File: src/rtl/sclkdiv_pkg.sv
package sclkdiv_pkg;

    typedef enum logic [0:0] {
        SD_IDLE = 1'b0,
        SD_RUN  = 1'b1
    } sd_state_e;

endpackage

File: src/rtl/sclk_half_decode.sv
module sclk_half_decode #(
    parameter int LIN_W = 8,
    parameter int EXP_W = 4,
    parameter int CNT_W = 15,
    localparam int CFG_W = LIN_W + EXP_W + 1
) (
    input  logic [CFG_W-1:0] cfg_word,
    output logic [CNT_W-1:0] half_cycles
);

    logic [LIN_W-1:0] ratio_f;
    logic [EXP_W-1:0] expo_f;
    logic             lin_sel;

    assign ratio_f = cfg_word[LIN_W-1:0];
    assign expo_f  = cfg_word[LIN_W +: EXP_W];
    assign lin_sel = cfg_word[CFG_W-1];

    always_comb begin
        if (lin_sel) begin
            half_cycles = CNT_W'(ratio_f) + CNT_W'(1);
        end else if (expo_f == '0) begin
            half_cycles = CNT_W'(1);
        end else begin
            half_cycles = CNT_W'(1) << (expo_f - EXP_W'(1));
        end
    end

endmodule

File: src/rtl/sclk_half_timer.sv
module sclk_half_timer
    import sclkdiv_pkg::*;
#(
    parameter int CNT_W = 15
) (
    input  logic             clk,
    input  logic             rst_n,
    input  logic             run,
    input  logic [CNT_W-1:0] half_in,
    output logic             edge_tick
);

    sd_state_e        state_q, state_d;
    logic [CNT_W-1:0] half_q;
    logic [CNT_W-1:0] cnt_q;
    logic [CNT_W-1:0] cnt_last;

    assign cnt_last = half_q - CNT_W'(1);

    always_comb begin
        state_d = state_q;
        unique case (state_q)
            SD_IDLE: if (run)  state_d = SD_RUN;
            SD_RUN:  if (!run) state_d = SD_IDLE;
            default: state_d = SD_IDLE;
        endcase
    end

    always_ff @(posedge clk) begin
        if (!rst_n) begin
            state_q <= SD_IDLE;
        end else begin
            state_q <= state_d;
        end
    end

    always_ff @(posedge clk) begin
        if (!rst_n) begin
            half_q <= CNT_W'(1);
            cnt_q  <= '0;
        end else begin
            unique case (state_q)
                SD_IDLE: begin
                    cnt_q <= '0;
                    if (run) half_q <= half_in;
                end
                SD_RUN: begin
                    if (!run || cnt_q == cnt_last) cnt_q <= '0;
                    else                           cnt_q <= cnt_q + CNT_W'(1);
                end
                default: cnt_q <= '0;
            endcase
        end
    end

    always_comb begin
        edge_tick = 1'b0;
        unique case (state_q)
            SD_IDLE: edge_tick = 1'b0;
            SD_RUN:  edge_tick = (cnt_q == cnt_last);
            default: edge_tick = 1'b0;
        endcase
    end

endmodule

File: src/rtl/sclk_level_gen.sv
module sclk_level_gen (
    input  logic clk,
    input  logic rst_n,
    input  logic run,
    input  logic edge_tick,
    output logic level
);

    always_ff @(posedge clk) begin
        if (!rst_n)         level <= 1'b0;
        else if (!run)      level <= 1'b0;
        else if (edge_tick) level <= ~level;
    end

endmodule

File: src/rtl/sclk_divider.sv
module sclk_divider #(
    parameter int LIN_W = 8,
    parameter int EXP_W = 4,
    localparam int CFG_W = LIN_W + EXP_W + 1,
    localparam int POW_W = (1 << EXP_W) - 1,
    localparam int CNT_W = (LIN_W + 1 > POW_W) ? LIN_W + 1 : POW_W
) (
    input  logic             clk,
    input  logic             rst_n,
    input  logic             xfer_active,
    input  logic [CFG_W-1:0] div_word,
    output logic             sclk_tick,
    output logic             sclk_level
);

    logic [CNT_W-1:0] half_cycles;

    sclk_half_decode #(
        .LIN_W(LIN_W),
        .EXP_W(EXP_W),
        .CNT_W(CNT_W)
    ) u_decode (
        .cfg_word   (div_word),
        .half_cycles(half_cycles)
    );

    sclk_half_timer #(
        .CNT_W(CNT_W)
    ) u_timer (
        .clk      (clk),
        .rst_n    (rst_n),
        .run      (xfer_active),
        .half_in  (half_cycles),
        .edge_tick(sclk_tick)
    );

    sclk_level_gen u_level (
        .clk      (clk),
        .rst_n    (rst_n),
        .run      (xfer_active),
        .edge_tick(sclk_tick),
        .level    (sclk_level)
    );

endmodule

File: config.mk
export PLATFORM = sky130hd
export DESIGN_NAME = sclk_divider
export DESIGN_NICKNAME = d
export VERILOG_FILES = /design/src/rtl/sclkdiv_pkg.sv /design/src/rtl/sclk_half_decode.sv /design/src/rtl/sclk_half_timer.sv /design/src/rtl/sclk_level_gen.sv /design/src/rtl/sclk_divider.sv
export SDC_FILE = /design/constraint.sdc
export NUM_CORES = 1
export LEC_CHECK = 0
export BUFFER_PORTS_ARGS = -buffer_cell sky130_fd_sc_hd__buf_2
export CORE_UTILIZATION = 50
export DETAILED_ROUTE_END_ITERATION = 10
export GPL_TIMING_DRIVEN = 0
export HOLD_SLACK_MARGIN = 0.05
export PLACE_DENSITY = 0.69
export RECOVER_POWER = 25
export REMOVE_ABC_BUFFERS = 1
export SETUP_SLACK_MARGIN = 0.15
export SLEW_MARGIN = 0
export SYNTH_ARGS = -nofsm -noshare
export SYNTH_HDL_FRONTEND = slang
export SYNTH_SLANG_ARGS = --single-unit
File: constraint.sdc
create_clock -name clk -period 5.17 [get_ports clk]
set_input_delay 1.034 -clock clk [delete_from_list [all_inputs] [get_ports clk]]
set_output_delay 1.034 -clock clk [all_outputs]
set_load 0.05 [all_outputs]
==> qor.yml, run 1 <==
drt_wl_total_mm: 4.12
powerDensity_nw_per_um2: 249
hold_buffers: 0
start_util_pct: 53.6
finalSetupViolations: 0
fin_nets: 278
yosys_warnings: 0
fin_ws_ps: 1420
ys_types: 45
p_clk_share_pct: 36.4
clkLatencyLatePin_ps: 290
fin_setup_tns_ps: 0
wl_per_cell_um: 13.4
drc: 0
yosys_register_bits: 32
grt_max_degree: 18
cts_tree: "yes"
synth_top_area_share_pct: 31.9
cts_setup_buffers: 0
cts_inserted_buffers: 5
comb_power_share_pct: 15.8
hold_viol: 0
core-area_um2: 3740
ys_top_cells_by_area: "dfxtp_1, xnor2_1, xor2_1, nand2_1, nor2_1"
total_power_mw: 0.548
fill_cells: 365
dpl.hpwl_mm: 3.13
fin_crit_sh_pct: 72.5
io_buffer_count: 17
netlist_area_um2: 2010
drv_slew: 0
die_y_um: 65.4
post-route-min-period_ps: 3750
cts_sinks: 32
switching_power_mw: 0.150
timing.fmax_ghz: 0.267
die-width_um: 65.4
antenna_found_initial: 0
dieArea_um2: 4270
cp.arrival_ps: 2720
crit_path_end_kind: "output pin"
ys_seq_area_share_pct: 31.9
clock-root-buffer: "clkbuf_8"
grt_util_all_layers_pct: 21.7
status: "complete, no violations"
relSlewSlack_pct: 40.3
dr.pass1.iters: 4
syn-mean-instance-area_um2: 8.23
hold_class: "flop to flop"
vias_per_cell: 5.53
cts_resized: 0
dp_slack_ps: 1740
h-tree-depth: 2
rows: 22
final_layout_size_suffix_gt1_share_pct: 10.0
synthTopCellsByCount: "dfxtp_1, nand2_1, xnor2_1"
critPathMaxFanout: 5
synth-edff-count: 0
power.leakage_nw: 0.932
grt-ovfl-total: 0
switching_share_pct: 27.4
seqPwrFrac_pct: 47.8
skew_ps: 7.24
postRouteAntennaNets: 0
cts.path.max_buffers: 2
max_slew.worst_pin.slew_ps: 891
gp_congestion: 0.762
grt_pass1_wl_mm: 7.08
pin_count: 18
vias: 1703
num_antenna_cells: 0
worstSetupPathType: "flop to output pin"
clk_pin_slew_ps: 70
netlist_instances: 244
power.internal_mw: 0.398
areaGrowthSynthToFinish_pct: 9.91
max-cap-violations: 0
drt_first_iter_violations: 109
async_flop_share_pct: 0
synth_top_area_cell: "dfxtp_1"
fin_util_pct: 58.9
critPathRequiredTime_ps: 4140
grt_pass1_vias: 1576
grt_setup_unrepaired: "false"
vdd_drop_max_uv: 180
start_kind: "flop"
synthFlopType: "dfxtp_1"
==> stage by stage <==
step / instances / instance area, um^2 / hold slack, ps
2_1_floorplan: 235 / 1970 / 466
3_3_place_gp: 300 / 2120 / 469
3_5_place_dp: 300 / 2120 / 482
4_1_cts: 308 / 2210 / 493
5_1_grt: 308 / 2210 / 537
6_report: 308 / 2210 / 499
==> worst max-delay path: stages (launching register included) <==
cell and delay, ps:
dfxtp_1 350, inv_1 90, ha_1 260, nor3b_1 560
nand4_1 190, xnor2_1 280, o2111ai_1 220, nor3_1 190
buf_2 290
==> final timing paths <==
path | startpoint | to | slack, ps | depth (start not counted)
max | u_timer.half_q[0] | sclk_tick | 1420 | 8
min | u_level.level | u_level.level | 500 | 2
max reg2reg | u_timer.half_q[0] | u_timer.cnt_q[1] | 2160 | 8
min reg2reg | u_level.level | u_level.level | 500 | 2
==> metal layers <==
layer  vias to the layer above  track usage, %  wire length, um
met1                       779            29.9             2170
li1                        889               -                -
met4                         0            7.34               47
met3                         5            4.69              129
met2                        30            33.1             1780
met5                         -               0                0
==> power by group through the flow <==
stage	logic [mW]	registers, mW	clock network, mW
global route	0.0962	0.263	0.216
CTS	0.0866	0.262	0.205
floorplan	0.0607	0.265	0
global placement	0.0853	0.267	0
detailed placement	0.0863	0.268	0
finish	0.0867	0.262	0.200
==> registers in the layout, indices dropped and copies added, names as in the netlist <==
name / cells
u_level.level: 1
u_timer.half_q: 15
u_timer.cnt_q: 15
u_timer.state_q: 1
==> final cells by class <==
class	instances	area, um^2	area share, %
inverter	5	18.8	0.851
clock inverter	1	7.51	0.340
tap	48	60.1	2.72
sequential	32	641	29.0
multi-input combinational	198	1310	59.5
timing repair buffer	17	80.1	3.63
clock buffer	7	86.3	3.91
==> kinds of logic after synthesis <==
logic type / count (synthesis) / synth area share, %
flip-flops: 32 / 31.9
AND/OR/NAND/NOR: 122 / 32.1
XOR/XNOR: 40 / 18.7
AO/OA/AOI/OAI: 33 / 12.7
adder cells (fa/ha/maj): 3 / 1.87
buffers and inverters: 14 / 2.68
==> cells in the final DEF, fill, tap and decap left out, types with 2 or more instances in the layout <==
cell type	synthesis	layout
clkbuf_1	8	5
o21ai_0	5	5
xor2_1	16	16
a21boi_0	2	2
nand3_1	10	10
nand4_1	6	6
nand2_1	32	32
nand2b_1	10	10
a21oi_1	4	4
buf_2	1	13
o311ai_0	3	3
and4_1	2	2
nor2b_1	5	5
xnor2_1	22	22
nor4_1	6	6
a221o_1	2	2
and2_0	0	2
o211ai_1	2	2
nor3_1	7	7
nor2_1	20	20
o211a_1	6	6
inv_1	5	5
and2_1	4	2
clkbuf_8	0	6
nor3b_1	3	3
ha_1	3	3
dfxtp_1	32	32
nand3b_1	2	2
and3_1	8	8
No activity file was read; power rests on OpenSTA's default activity.
==> inputs of run 2 (changes only) <==
==> constraint.sdc (replaced) <==
create_clock -name clk -period 3.6 [get_ports clk]
set_input_delay 0.72 -clock clk [delete_from_list [all_inputs] [get_ports clk]]
set_output_delay 0.72 -clock clk [all_outputs]
set_load 0.05 [all_outputs]
==> qor.yml, run 2 (synthesis results as in run 1) <==
grt_use_met1_pct: 29.9  # unchanged
hold_class: "flop to flop"
hold_end: "u_level.level"
start_util_pct: 53.6  # unchanged
top_regs: "u_timer.cnt_q x15, u_timer.half_q x15"
drt_first_iter_violations: 121  # +11%
r2r_cells: 6  # -2
areaGrowthSynthToFinish_pct: 10.5
grt_setup_unrepaired: "false"
die_y_um: 65.4  # unchanged
start_kind: "flop"
r2r-end: "u_timer.cnt_q[1]"
dr.pass1.iters: 4  # unchanged
dpl.hpwl_mm: 3.13  # unchanged
post-route-min-period_ps: 3310
vias_per_cell: 5.54  # +0.23%
max-cap-violations: 0  # unchanged
wl_per_cell_um: 13.4  # about the same
grt_pass1_vias: 1576  # unchanged
grt_use_met2_pct: 33.1  # unchanged
comb_power_share_pct: 15.9  # about the same
powerDensity_nw_per_um2: 356  # +43%
drt_wl_total_mm: 4.12  # about the same
drc: 0  # unchanged
pin_count: 18  # unchanged
finalSetupViolations: 0  # unchanged
timing.fmax_ghz: 0.303
critPathRequiredTime_ps: 2880  # -1260 ps
gp_congestion: 0.762  # unchanged
regToRegStartpoint: "u_timer.half_q[4]"
io_buffer_count: 17  # unchanged
relSlewSlack_pct: 40.1  # -0.17 points
cts_resized: 0  # unchanged
switching_power_mw: 0.217  # +45%
cts_sinks: 32  # unchanged
p_clk_share_pct: 36.3  # about the same
grt_pass1_wl_mm: 7.08  # unchanged
fin_nets: 278  # unchanged
hold_viol: 0  # unchanged
clock-root-buffer: "clkbuf_8"
seqPwrFrac_pct: 47.8  # about the same
cts.path.max_buffers: 2  # unchanged
final_layout_size_suffix_gt1_share_pct: 10.8  # +0.77 points
switching_share_pct: 27.5  # +0.12 points
critPathMaxFanout: 6  # +1
placed_cells: 300  # unchanged
fin_setup_tns_ps: 0  # unchanged
cts_setup_buffers: 0  # unchanged
max_slew.worst_pin.slew_ps: 893  # +2.60 ps
dieArea_um2: 4270  # unchanged
rows: 22  # unchanged
hold_buffers: 0  # unchanged
cts_tree: "yes"
drv_slew: 0  # unchanged
num_antenna_cells: 0  # unchanged
worstSetupPathType: "flop to output pin"
power.internal_mw: 0.572  # +44%
grt_util_all_layers_pct: 21.7  # unchanged
dp_slack_ps: 487  # -1260 ps
vdd_drop_max_uv: 258  # +44%
crit_path_end_kind: "output pin"
fin_util_pct: 59.2  # +0.30 points
layout_common_cells: "nand2_1, dfxtp_1, xnor2_1"
clk_pin_slew_ps: 70  # about the same
reg2reg_slack_ps: 690  # -1470 ps
status: "complete, no violations"
busiest_layer: "met2"
cp.arrival_ps: 2590  # -130 ps
core-area_um2: 3740  # unchanged
instances_no_fill: 308  # unchanged
fin_ws_ps: 295  # -1130 ps
worstHoldStart: "u_level.level"
fin_crit_sh_pct: 91.8
grt_max_degree: 18  # unchanged
antenna_found_initial: 0  # unchanged
gr-usage-met3_pct: 4.69  # unchanged
clkLatencyLatePin_ps: 290  # about the same
grt-ovfl-total: 0  # unchanged
vias: 1707  # +0.23%
postRouteAntennaNets: 0  # unchanged
die-width_um: 65.4  # unchanged
cts_inserted_buffers: 5  # unchanged
power.leakage_nw: 0.935  # +0.40%
h-tree-depth: 2  # unchanged
min_delay_path_depth: 2  # unchanged
skew_ps: 7.76  # +0.521 ps
[run 2: cell counts in the layout (fill, tap and decap cells not counted)]
No cell type changed its count.
[run 2: final cells by class]
class,instances,area (um^2)
inverter,5,18.8
clock buffer,7,86.3
timing repair buffer,17,80.1
multi-input combinational,198,1320
clock inverter,1,7.51
tap,48,60.1
fill,365,1530
sequential,32,641
[run 2: metal layers]
layer	wire length, um	vias to the layer above	part of all wire, %
met2	1780	28	43
met3	127	5	3.1
met5	0	-	0
met4	47	0	1.1
li1	-	890	-
met1	2170	784	53
[run 2: critical path, cell delays in order (launching register included)]
cell and delay, ps:
dfxtp_1 380, nor4_1 520, nand4b_1 180, xnor2_1 150, or4_4 550, nor3_1 210
buf_2 290
[run 2: worst max path at each step]
stage                      startpoint         to  slack [ps]  cells past startpoint
global route        u_timer.half_q[4]  sclk_tick         200                      6
CTS                 u_timer.half_q[0]  sclk_tick         160                      8
detailed placement  u_timer.half_q[0]  sclk_tick         490                      8
global placement    u_timer.half_q[0]  sclk_tick         520                      8
finish              u_timer.half_q[4]  sclk_tick         290                      6
floorplan           u_timer.half_q[7]  sclk_tick         190                      5
[run 2: power groups by stage]
stage,combinational (mW),sequential [mW],clock [mW]
after floorplan,0.0872,0.381,0
after global placement,0.122,0.384,0
after detailed placement,0.124,0.384,0
after CTS,0.124,0.376,0.294
after global routing,0.139,0.379,0.310
final,0.125,0.377,0.287
[run 2: through the flow]
stage	hold slack, ps	total power [mW]	instance area [um^2]
after floorplan	466	0.468	1970
after global routing	537	0.827	2220
after global placement	469	0.507	2120
after detailed placement	482	0.508	2120
after CTS	493	0.795	2210
final	499	0.790	2220
==> inputs of run 3 (changes only) <==
--- a/config.mk
+++ b/config.mk
@@ -6,6 +6,7 @@
 export NUM_CORES = 1
 export LEC_CHECK = 0
 export BUFFER_PORTS_ARGS = -buffer_cell sky130_fd_sc_hd__buf_2
+export CORE_MARGIN = 2
 export CORE_UTILIZATION = 50
 export DETAILED_ROUTE_END_ITERATION = 10
 export GPL_TIMING_DRIVEN = 0
==> qor.yml, run 3 (synthesis results as in run 1) <==
switching_share_pct: 27.3  # -0.25 points
dpl.hpwl_mm: 3.15  # +0.66%
crit_buf_inv: 1  # unchanged
hold_class: "flop to flop"
power.leakage_nw: 0.943  # +0.76%
start_util_pct: 50.9  # -2.7 points
rows: 23  # +4.5%
antenna_found_initial: 0  # unchanged
dieArea_um2: 4540  # +6.2%
fin_nets: 278  # unchanged
die-width_um: 67.4  # +3.1%
crit_chain: "nor4_1 > nand4b_1 > xnor2_1 > or4_4 > nor3_1 > buf_2"
powerDensity_nw_per_um2: 353  # -1.0%
hold_buffers: 0  # unchanged
placed_cells: 302  # +0.67%
p_clk_share_pct: 35.8  # -0.5 points
power.internal_mw: 0.570  # -0.35%
cts_tree: "yes"
regToRegStartpoint: "u_timer.half_q[4]"
switching_power_mw: 0.214  # -1.6%
cts.path.max_buffers: 2  # unchanged
clkLatencyLatePin_ps: 280  # about the same
cp_top_family: "simple AND/OR/NAND/NOR gates"
timing.fmax_ghz: 0.301  # -0.60%
seqPwrFrac_pct: 48.1  # +0.3 points
clock-root-buffer: "clkbuf_8"
h-tree-depth: 2  # unchanged
cp-startpoint: "u_timer.half_q[4]"
drt_wl_total_mm: 4.22  # +2.5%
worstSetupPathType: "flop to output pin"
grt_pass1_wl_mm: 7.33  # +3.5%
areaGrowthSynthToFinish_pct: 10.8
cpPeakStageDelay_ps: 550  # about the same
top_regs: "u_timer.cnt_q x15, u_timer.half_q x15"
gp_congestion: 0.773  # +1.5%
postRouteAntennaNets: 0  # unchanged
grt_max_degree: 18  # unchanged
dp_slack_ps: 442  # -44.3 ps
skew_ps: 6.17  # -1.59 ps
drv_slew: 0  # unchanged
grt-ovfl-total: 0  # unchanged
fin_ws_ps: 275  # -20.0 ps
critPathMaxFanout: 6  # unchanged
wl_per_cell_um: 13.6  # +1.8%
worstHoldStart: "u_level.level"
vias: 1722  # +0.88%
cts_inserted_buffers: 5  # unchanged
fin_setup_tns_ps: 0  # unchanged
max_slew.worst_pin.slew_ps: 943  # +49.5 ps
instances_no_fill: 310  # +0.65%
crit_slowest_cell: "or4_4"
start_kind: "flop"
core-area_um2: 3940  # +5.3%
cts_sinks: 32  # unchanged
num_antenna_cells: 0  # unchanged
cts_setup_buffers: 0  # unchanged
grt_util_all_layers_pct: 21.5  # -0.12 points
hold_viol: 0  # unchanged
crit_path_end_kind: "output pin"
vias_per_cell: 5.55  # +0.23%
cp.arrival_ps: 2600  # about the same
post-route-min-period_ps: 3320  # +20.0 ps
drc: 0  # unchanged
relSlewSlack_pct: 36.8  # -3.3 points
status: "complete, no violations"
comb_power_share_pct: 16.1  # +0.2 points
vdd_drop_max_uv: 180  # -30%
io_buffer_count: 17  # unchanged
die_y_um: 67.4  # +3.1%
finalSetupViolations: 0  # unchanged
final_layout_size_suffix_gt1_share_pct: 11.2  # +0.38 points
dr.pass1.iters: 4  # unchanged
max-cap-violations: 0  # unchanged
layout_common_cells: "nand2_1, dfxtp_1, xnor2_1"
fin_crit_sh_pct: 92.4  # +0.55 points
clk_pin_slew_ps: 60  # about the same
drt_first_iter_violations: 97  # -20%
critPathRequiredTime_ps: 2880  # about the same
grt_pass1_vias: 1614  # +2.4%
grt_setup_unrepaired: "false"
fill_cells: 377  # +3.3%
pin_count: 18  # unchanged
==> run 3: per-stage QoR <==
stage               hold WS, ps  util, %  cell area, um^2  power [mW]
floorplan                   466        -             1970       0.468
global placement            468     53.8             2120       0.506
detailed placement          476     53.8             2120       0.508
CTS                         498     56.2             2220       0.790
global route                515     56.4             2220       0.824
finish                      497     56.4             2220       0.784
==> run 3: area by class of cell <==
| cell class | count | area [um^2] | share of cell area [%] |
|---|---|---|---|
| multi-input combinational | 198 | 1330 | 59.8 |
| inverter | 5 | 18.8 | 0.844 |
| sequential | 32 | 641 | 28.8 |
| timing repair buffer | 17 | 80.1 | 3.60 |
| clock inverter | 2 | 10.0 | 0.450 |
| clock buffer | 6 | 82.6 | 3.71 |
| tap | 50 | 62.6 | 2.81 |
==> run 3: repair_timing <==
action,CTS,global route
gates resized for setup,1,2
setup endpoints to repair,1,1
pin swaps,0,0
==> run 3: path summary, 6_finish.rpt <==
check                           to  slack [ps]  cells past startpoint
hold / removal       u_level.level         500                      2
hold reg to reg      u_level.level         500                      2
setup reg to reg  u_timer.cnt_q[1]         650                      6
setup / recovery         sclk_tick         280                      6
==> run 3: power groups by stage <==
stage | clock network [mW] | logic, mW | registers (mW)
final | 0.281 | 0.126 | 0.378
after global placement | 0 | 0.122 | 0.384
after floorplan | 0 | 0.0872 | 0.381
after CTS | 0.289 | 0.125 | 0.376
after global routing | 0.303 | 0.142 | 0.379
after detailed placement | 0 | 0.124 | 0.384
==> run 3: per-layer routing <==
| metal | routed length, um | GRT usage, % | up-vias |
|---|---|---|---|
| met5 | 0 | 0 | - |
| li1 | - | - | 883 |
| met4 | 59 | 6.89 | 0 |
| met1 | 2130 | 29.1 | 812 |
| met2 | 1920 | 33.9 | 19 |
| met3 | 117 | 5.17 | 8 |
==> run 3: worst reg2reg max path, stage by stage, from the launching register on <==
cell      delay, ps
dfxtp_1         370
nor4_1          540
nand4b_1        180
xnor2_1         160
or4_4           550
nor3_2          790
and3b_1         260
